==> src/rtl/can_smp_pkg.sv <==
package can_smp_pkg;
   typedef enum logic {
      SMP_SINGLE = 1'b0,
      SMP_TRIPLE = 1'b1
   } smp_mode_e;

   localparam logic RECESSIVE = 1'b1;
endpackage

==> src/rtl/can_rx_sync.sv <==
module can_rx_sync #(
   parameter int STAGES = 2
) (
   input  logic clk,
   input  logic rst_n,
   input  logic d_in,
   output logic d_sync
);
   import can_smp_pkg::*;

   logic [STAGES-1:0] stage_q;

   generate
      if (STAGES < 2) begin : g_bad_stages
         $error("can_rx_sync needs at least two stages");
      end
      for (genvar i = 0; i < STAGES; i++) begin : g_stage
         always_ff @(posedge clk or negedge rst_n) begin
            if (!rst_n)
               stage_q[i] <= RECESSIVE;
            else if (i == 0)
               stage_q[i] <= d_in;
            else
               stage_q[i] <= stage_q[(i == 0) ? 0 : i-1];
         end
      end
   endgenerate

   assign d_sync = stage_q[STAGES-1];
endmodule

==> src/rtl/can_tq_history.sv <==
module can_tq_history #(
   parameter int DEPTH = 2
) (
   input  logic             clk,
   input  logic             rst_n,
   input  logic             load,
   input  logic             d_in,
   output logic [DEPTH-1:0] hist
);
   import can_smp_pkg::*;

   logic [DEPTH-1:0] hist_q;

   generate
      if (DEPTH < 1) begin : g_bad_depth
         $error("can_tq_history needs a depth of at least one");
      end
      if (DEPTH == 1) begin : g_one
         always_ff @(posedge clk or negedge rst_n) begin
            if (!rst_n)    hist_q <= {DEPTH{RECESSIVE}};
            else if (load) hist_q <= d_in;
         end
      end else begin : g_many
         always_ff @(posedge clk or negedge rst_n) begin
            if (!rst_n)    hist_q <= {DEPTH{RECESSIVE}};
            else if (load) hist_q <= {hist_q[DEPTH-2:0], d_in};
         end
      end
   endgenerate

   assign hist = hist_q;

   AST_HIST_HOLD: assert property (@(posedge clk) disable iff (!rst_n)
      !load |=> $stable(hist_q));
endmodule

==> src/rtl/can_smp_cfg.sv <==
module can_smp_cfg #(
   parameter int PSEG_W   = 3,
   parameter int MIN_PSEG = 2
) (
   input  logic              clk,
   input  logic              rst_n,
   input  logic              freeze,
   input  logic              cfg_we,
   input  logic              cfg_triple,
   input  logic [PSEG_W-1:0] pseg1,
   output logic              mode,
   output logic              triple_eff,
   output logic              err
);
   import can_smp_pkg::*;

   localparam logic [PSEG_W-1:0] MIN_PSEG_V = PSEG_W'(MIN_PSEG);

   smp_mode_e mode_q;
   logic      err_q;
   logic      seg_short;

   generate
      if (MIN_PSEG >= (1 << PSEG_W)) begin : g_bad_width
         $error("pseg1 width cannot express the minimum segment");
      end
   endgenerate

   assign seg_short = (pseg1 < MIN_PSEG_V);

   always_ff @(posedge clk or negedge rst_n) begin
      if (!rst_n)
         mode_q <= SMP_SINGLE;
      else if (freeze && cfg_we)
         mode_q <= cfg_triple ? SMP_TRIPLE : SMP_SINGLE;
   end

   always_ff @(posedge clk or negedge rst_n) begin
      if (!rst_n)
         err_q <= 1'b0;
      else if ((mode_q == SMP_TRIPLE) && seg_short)
         err_q <= 1'b1;
   end

   assign mode       = (mode_q == SMP_TRIPLE);
   assign triple_eff = mode && !seg_short;
   assign err        = err_q;

   AST_NO_WRITE_OUTSIDE_FREEZE: assert property (@(posedge clk) disable iff (!rst_n)
      !freeze |=> $stable(mode));
   AST_ERR_STICKY: assert property (@(posedge clk) disable iff (!rst_n)
      err |=> err);
   AST_ERR_SET: assert property (@(posedge clk) disable iff (!rst_n)
      (mode && seg_short) |=> err);
endmodule

==> src/rtl/can_bit_sampler.sv <==
module can_bit_sampler #(
   parameter int PSEG_W      = 3,
   parameter int N_PRE       = 2,
   parameter int SYNC_STAGES = 2
) (
   input  logic              clk,
   input  logic              rst_n,
   input  logic              rx_in,
   input  logic              tq_stb,
   input  logic              sp_stb,
   input  logic              freeze,
   input  logic              cfg_we,
   input  logic              cfg_triple,
   input  logic [PSEG_W-1:0] pseg1,
   output logic              bit_valid,
   output logic              bit_value,
   output logic              smp_mode,
   output logic              config_err
);
   localparam int VOTES = N_PRE + 1;
   localparam int CW    = $clog2(VOTES + 1);
   localparam logic [CW-1:0] NEED = CW'((VOTES + 1) / 2);

   logic             rx_s;
   logic [N_PRE-1:0] hist;
   logic             triple_eff;
   logic [CW-1:0]    ones;
   logic             vote_bit;
   logic             decided;
   logic             valid_q;
   logic             value_q;

   generate
      if (N_PRE < 2 || (N_PRE % 2) != 0) begin : g_bad_votes
         $error("N_PRE must be even and at least two");
      end
   endgenerate

   can_rx_sync #(.STAGES(SYNC_STAGES)) u_sync (
      .clk(clk), .rst_n(rst_n), .d_in(rx_in), .d_sync(rx_s)
   );

   can_tq_history #(.DEPTH(N_PRE)) u_hist (
      .clk(clk), .rst_n(rst_n), .load(tq_stb), .d_in(rx_s), .hist(hist)
   );

   can_smp_cfg #(.PSEG_W(PSEG_W), .MIN_PSEG(N_PRE)) u_cfg (
      .clk(clk), .rst_n(rst_n), .freeze(freeze), .cfg_we(cfg_we),
      .cfg_triple(cfg_triple), .pseg1(pseg1), .mode(smp_mode),
      .triple_eff(triple_eff), .err(config_err)
   );

   always_comb begin
      ones = CW'(rx_s);
      for (int i = 0; i < N_PRE; i++)
         ones = ones + CW'(hist[i]);
   end

   assign vote_bit = (ones >= NEED);
   assign decided  = triple_eff ? vote_bit : rx_s;

   always_ff @(posedge clk or negedge rst_n) begin
      if (!rst_n) begin
         valid_q <= 1'b0;
         value_q <= 1'b0;
      end else begin
         valid_q <= sp_stb;
         if (sp_stb) value_q <= decided;
      end
   end

   assign bit_valid = valid_q;
   assign bit_value = value_q;

   AST_VALID_FOLLOWS_SP: assert property (@(posedge clk) disable iff (!rst_n)
      sp_stb |=> bit_valid);
   AST_VALID_PULSE: assert property (@(posedge clk) disable iff (!rst_n)
      !sp_stb |=> !bit_valid);
   AST_SINGLE_VALUE: assert property (@(posedge clk) disable iff (!rst_n)
      (sp_stb && !triple_eff) |=> (bit_value == $past(rx_s)));
   AST_VALUE_HOLD: assert property (@(posedge clk) disable iff (!rst_n)
      !sp_stb |=> $stable(bit_value));
endmodule

==> config.mk <==
export PLATFORM = sky130hd
export DESIGN_NAME = can_bit_sampler
export DESIGN_NICKNAME = d
export VERILOG_FILES = /design/src/rtl/can_smp_pkg.sv /design/src/rtl/can_rx_sync.sv /design/src/rtl/can_tq_history.sv /design/src/rtl/can_smp_cfg.sv /design/src/rtl/can_bit_sampler.sv
export SDC_FILE = /design/constraint.sdc
export NUM_CORES = 1
export LEC_CHECK = 0
export ABC_AREA = 1
export CORE_AREA = 8 8 45 47
export CTS_BUF_LIST = sky130_fd_sc_hd__clkbuf_8
export CTS_CLUSTER_DIAMETER = 100
export DETAILED_ROUTE_END_ITERATION = 8
export DIE_AREA = 0 0 53 55
export DONT_BUFFER_PORTS = 1
export GPL_ROUTABILITY_DRIVEN = 0
export PLACE_DENSITY = 0.46
export SLEW_MARGIN = 40
export SYNTH_ARGS = -nofsm -noshare
export SYNTH_HDL_FRONTEND = slang
export SYNTH_SLANG_ARGS = --single-unit
==> constraint.sdc <==
create_clock -name clk -period 2.1 [get_ports clk]
set_clock_uncertainty 0.2 [all_clocks]
set_input_delay 0.63 -clock clk [delete_from_list [all_inputs] [get_ports clk]]
set_output_delay 0.63 -clock clk [all_outputs]
set_load 0.02 [all_outputs]
==> results.py <==
metrics = {
    "outcome": {
        "status": "finished, final reports clean",
    },
    "routing": {
        "dr.pass1.iters": 2,
        "wl_um": 662,
        "vias": 212,
        "drtAntennaViolNets": 0,
        "wire_per_inst_um": 13.8,
        "remaining_drc_errors": 0,
        "drtIter0Drc": 1,
        "viasPerCell": 4.42,
    },
    "power": {
        "power_leakage_uw": 0.000171,
        "logic_gate_share_of_total_power": 0.065,
        "share_of_total_power_in_the_clock_network": 0.456,
        "irDropWorstVdd_mv": 0.273,
        "power_switching_uw": 87.5,
        "power-per-cell-area_nw_per_um2": 1050,
        "switching_part_of_the_total": 0.221,
        "internal_power_uw": 309,
        "seq_power_share": 0.479,
    },
    "clock_network": {
        "cts_buf_count": 3,
        "clk_pin_slew_ps": 40,
        "clockRootBuffer": "sky130_fd_sc_hd__clkbuf_8",
        "htree_num_levels": 1,
        "clkSinkCount": 8,
        "clock_path_buffers": 2,
        "total_of_cells_resized_after_clock_tree_synthesis": 0,
        "cts_tree": "yes",
        "worst_skew_pair.late_latency_ps": 220,
    },
    "yosys": {
        "netlist_instances": 28,
        "yosys_register_bits": 8,
        "syn-num-nets": 40,
        "synth_seq_area_share": 0.667,
        "synth-warning-count": 0,
        "syn_area_um2": 308,
        "ys_types": 11,
        "postSynthAreaPerCell_um2": 11.0,
    },
    "sta": {
        "setup-tns-final_ps": 0,
        "report.final.slew_viol_count": 0,
        "timing.max_slew.rel_slack": 0.815,
        "worst_pin_slew_ps": 278,
        "fin_crit_ps": 1550,
        "final-setup-viol-count": 0,
        "timing.final.hold_violations": 0,
        "final_cycle_utilization_of_the_critical_path": 0.736,
        "grt_setup_unrepaired": "false",
        "maxClockFrequency_ghz": 0.647,
    },
    "worst_setup_path": {
        "worst_ep_required_ps": 1270,
        "critPathArrivalTime_ps": 720,
        "cp_max_fo": 4,
        "setup.worst_path.start_class": "flip-flop",
        "critical_path.endpoint_type": "primary output",
        "criticalPathCategory": "reg2out",
    },
    "global_route": {
        "grt-ovfl-total": 0,
        "maximum_number_of_pins_on_one_net_before_global_route_repair": 6,
        "grt_util_all_layers": 0.0583,
        "initial_antenna_violation_count": 0,
        "grt_pass1_wl_mm": 1.07,
        "via_count_of_the_first_global_routing_pass": 230,
    },
    "cells_and_area": {
        "finish.net_count": 46,
        "stdcell_area_um2": 379,
        "area_delta_synth_final_pct": 23.2,
        "antennaDiodeCount": 0,
        "drive_above_1_share": 0.281,
    },
    "placed_design": {
        "dpl_cell_area_um2": 328,
        "dp.final_hpwl_um": 513,
        "numPortBuffers": 0,
    },
    "floorplanning": {
        "i_o_pins": 15,
        "starting_density_of_the_core": 0.222,
        "die_y_um": 55,
        "core.rowCount": 14,
        "fp.coreArea_um2": 1380,
        "die_area_um2": 2920,
        "die_width_um": 53,
    },
    "min_path": {
        "timing.hold.worst.class": "in2async",
    },
    "job": {
        "drv.max_cap_violation_count": 0,
    },
}
-- flip-flops by register name, indices dropped and copies added, names as in the netlist --
register	count
bit_valid	1
u_sync.stage_q	1
u_hist.hist	2
bit_value	1
u_sync.d_sync	1
u_cfg.err	1
u_cfg.mode	1
-- final timing paths --
check / start / endpoint / slack [ps] / cells after the start
max in group asynchronous: rst_n / bit_valid$_DFF_PN0_ / 1020 / 1
hold / removal: rst_n / u_hist.hist[0]$_DFFE_PN1P_ / 50 / 0
hold reg to reg: u_sync.stage_q[0]$_DFF_PN1_ / u_sync.d_sync$_DFF_PN1_ / 150 / 0
min in group clk: u_sync.stage_q[0]$_DFF_PN1_ / u_sync.d_sync$_DFF_PN1_ / 150 / 0
setup / recovery: u_cfg.mode$_DFFE_PN0P_ / smp_mode / 550 / 0
setup reg to reg: u_sync.d_sync$_DFF_PN1_ / bit_value$_DFFE_PN0P_ / 740 / 5
-- cell usage after synthesis, drive strengths merged --
library cell | n | area [um2]
a21oi | 3 | 15.0
nand2 | 5 | 18.8
a21o | 1 | 8.76
dfrtp | 4 | 100
o21ai | 1 | 5.00
nor2 | 4 | 15.0
dfstp | 4 | 105
inv | 3 | 11.3
nand3 | 1 | 5.00
mux2 | 1 | 11.3
ha | 1 | 12.5
-- metrics by stage --
step	hold WS [ps]	setup slack, ps	std cells	utilization	total power [uW]
final	47.1	554	48	0.274	397
after CTS	38.6	543	48	0.274	408
after global placement	135	726	44	0.237	214
after global routing	29.5	527	48	0.274	425
after detailed placement	135	728	44	0.237	216
after floorplan	134	777	28	-	209
-- cells in the final DEF, fill, tap and decap left out --
master / instances
sky130_fd_sc_hd__mux2_2: 1
sky130_fd_sc_hd__clkbuf_8: 3
sky130_fd_sc_hd__a21o_2: 1
sky130_fd_sc_hd__dfstp_2: 4
sky130_fd_sc_hd__dlygate4sd3_1: 1
sky130_fd_sc_hd__inv_1: 3
sky130_fd_sc_hd__nor2_1: 4
sky130_fd_sc_hd__nand2_1: 5
sky130_fd_sc_hd__dfrtp_1: 4
sky130_fd_sc_hd__a21oi_1: 3
sky130_fd_sc_hd__o21ai_0: 1
sky130_fd_sc_hd__nand3_1: 1
sky130_fd_sc_hd__ha_1: 1
-- area by class of cell --
| class | instances | area (um2) |
|---|---|---|
| inverters | 3 | 11.3 |
| fillers | 150 | 1000 |
| repair buffers | 1 | 10.0 |
| flip-flops and latches | 8 | 205 |
| well taps | 16 | 20.0 |
| multi-input cells | 17 | 91.3 |
| clock buffers | 3 | 41.3 |
-- metal layers --
metal | global-route usage | wire (um) | vias up
li1 | - | - | 98
met1 | 0.0526 | 261 | 107
met2 | 0.0820 | 360 | 5
met3 | 0.0241 | 31 | 2
met4 | 0.0905 | 8 | 0
met5 | 0 | 0 | -
-- cell families after synthesis --
group | count (synthesis) | synth area share
and+or+nand+nor | 10 | 0.126
muxes | 1 | 0.0366
buffers and inverters | 3 | 0.0366
adders and majority gates | 1 | 0.0406
DFF | 8 | 0.667
AOI/OAI and AO/OA | 5 | 0.0935
-- what timing repair did --
| action | CTS | global route |
|---|---|---|
| setup buffers | 0 | 0 |
| hold buffers | 1 | 0 |
| endpoints found under the hold margin | 4 | 0 |
-- power by group through the flow --
stage / Clock, uW / Combinational (uW) / Sequential [uW]
2_1_floorplan: 0 / 19.6 / 189
3_3_place_gp: 0 / 22.5 / 192
3_5_place_dp: 0 / 23.8 / 192
4_1_cts: 191 / 26.8 / 191
5_1_grt: 202 / 31.0 / 192
6_report: 181 / 25.7 / 190
Power figures use the tool's default switching activity.
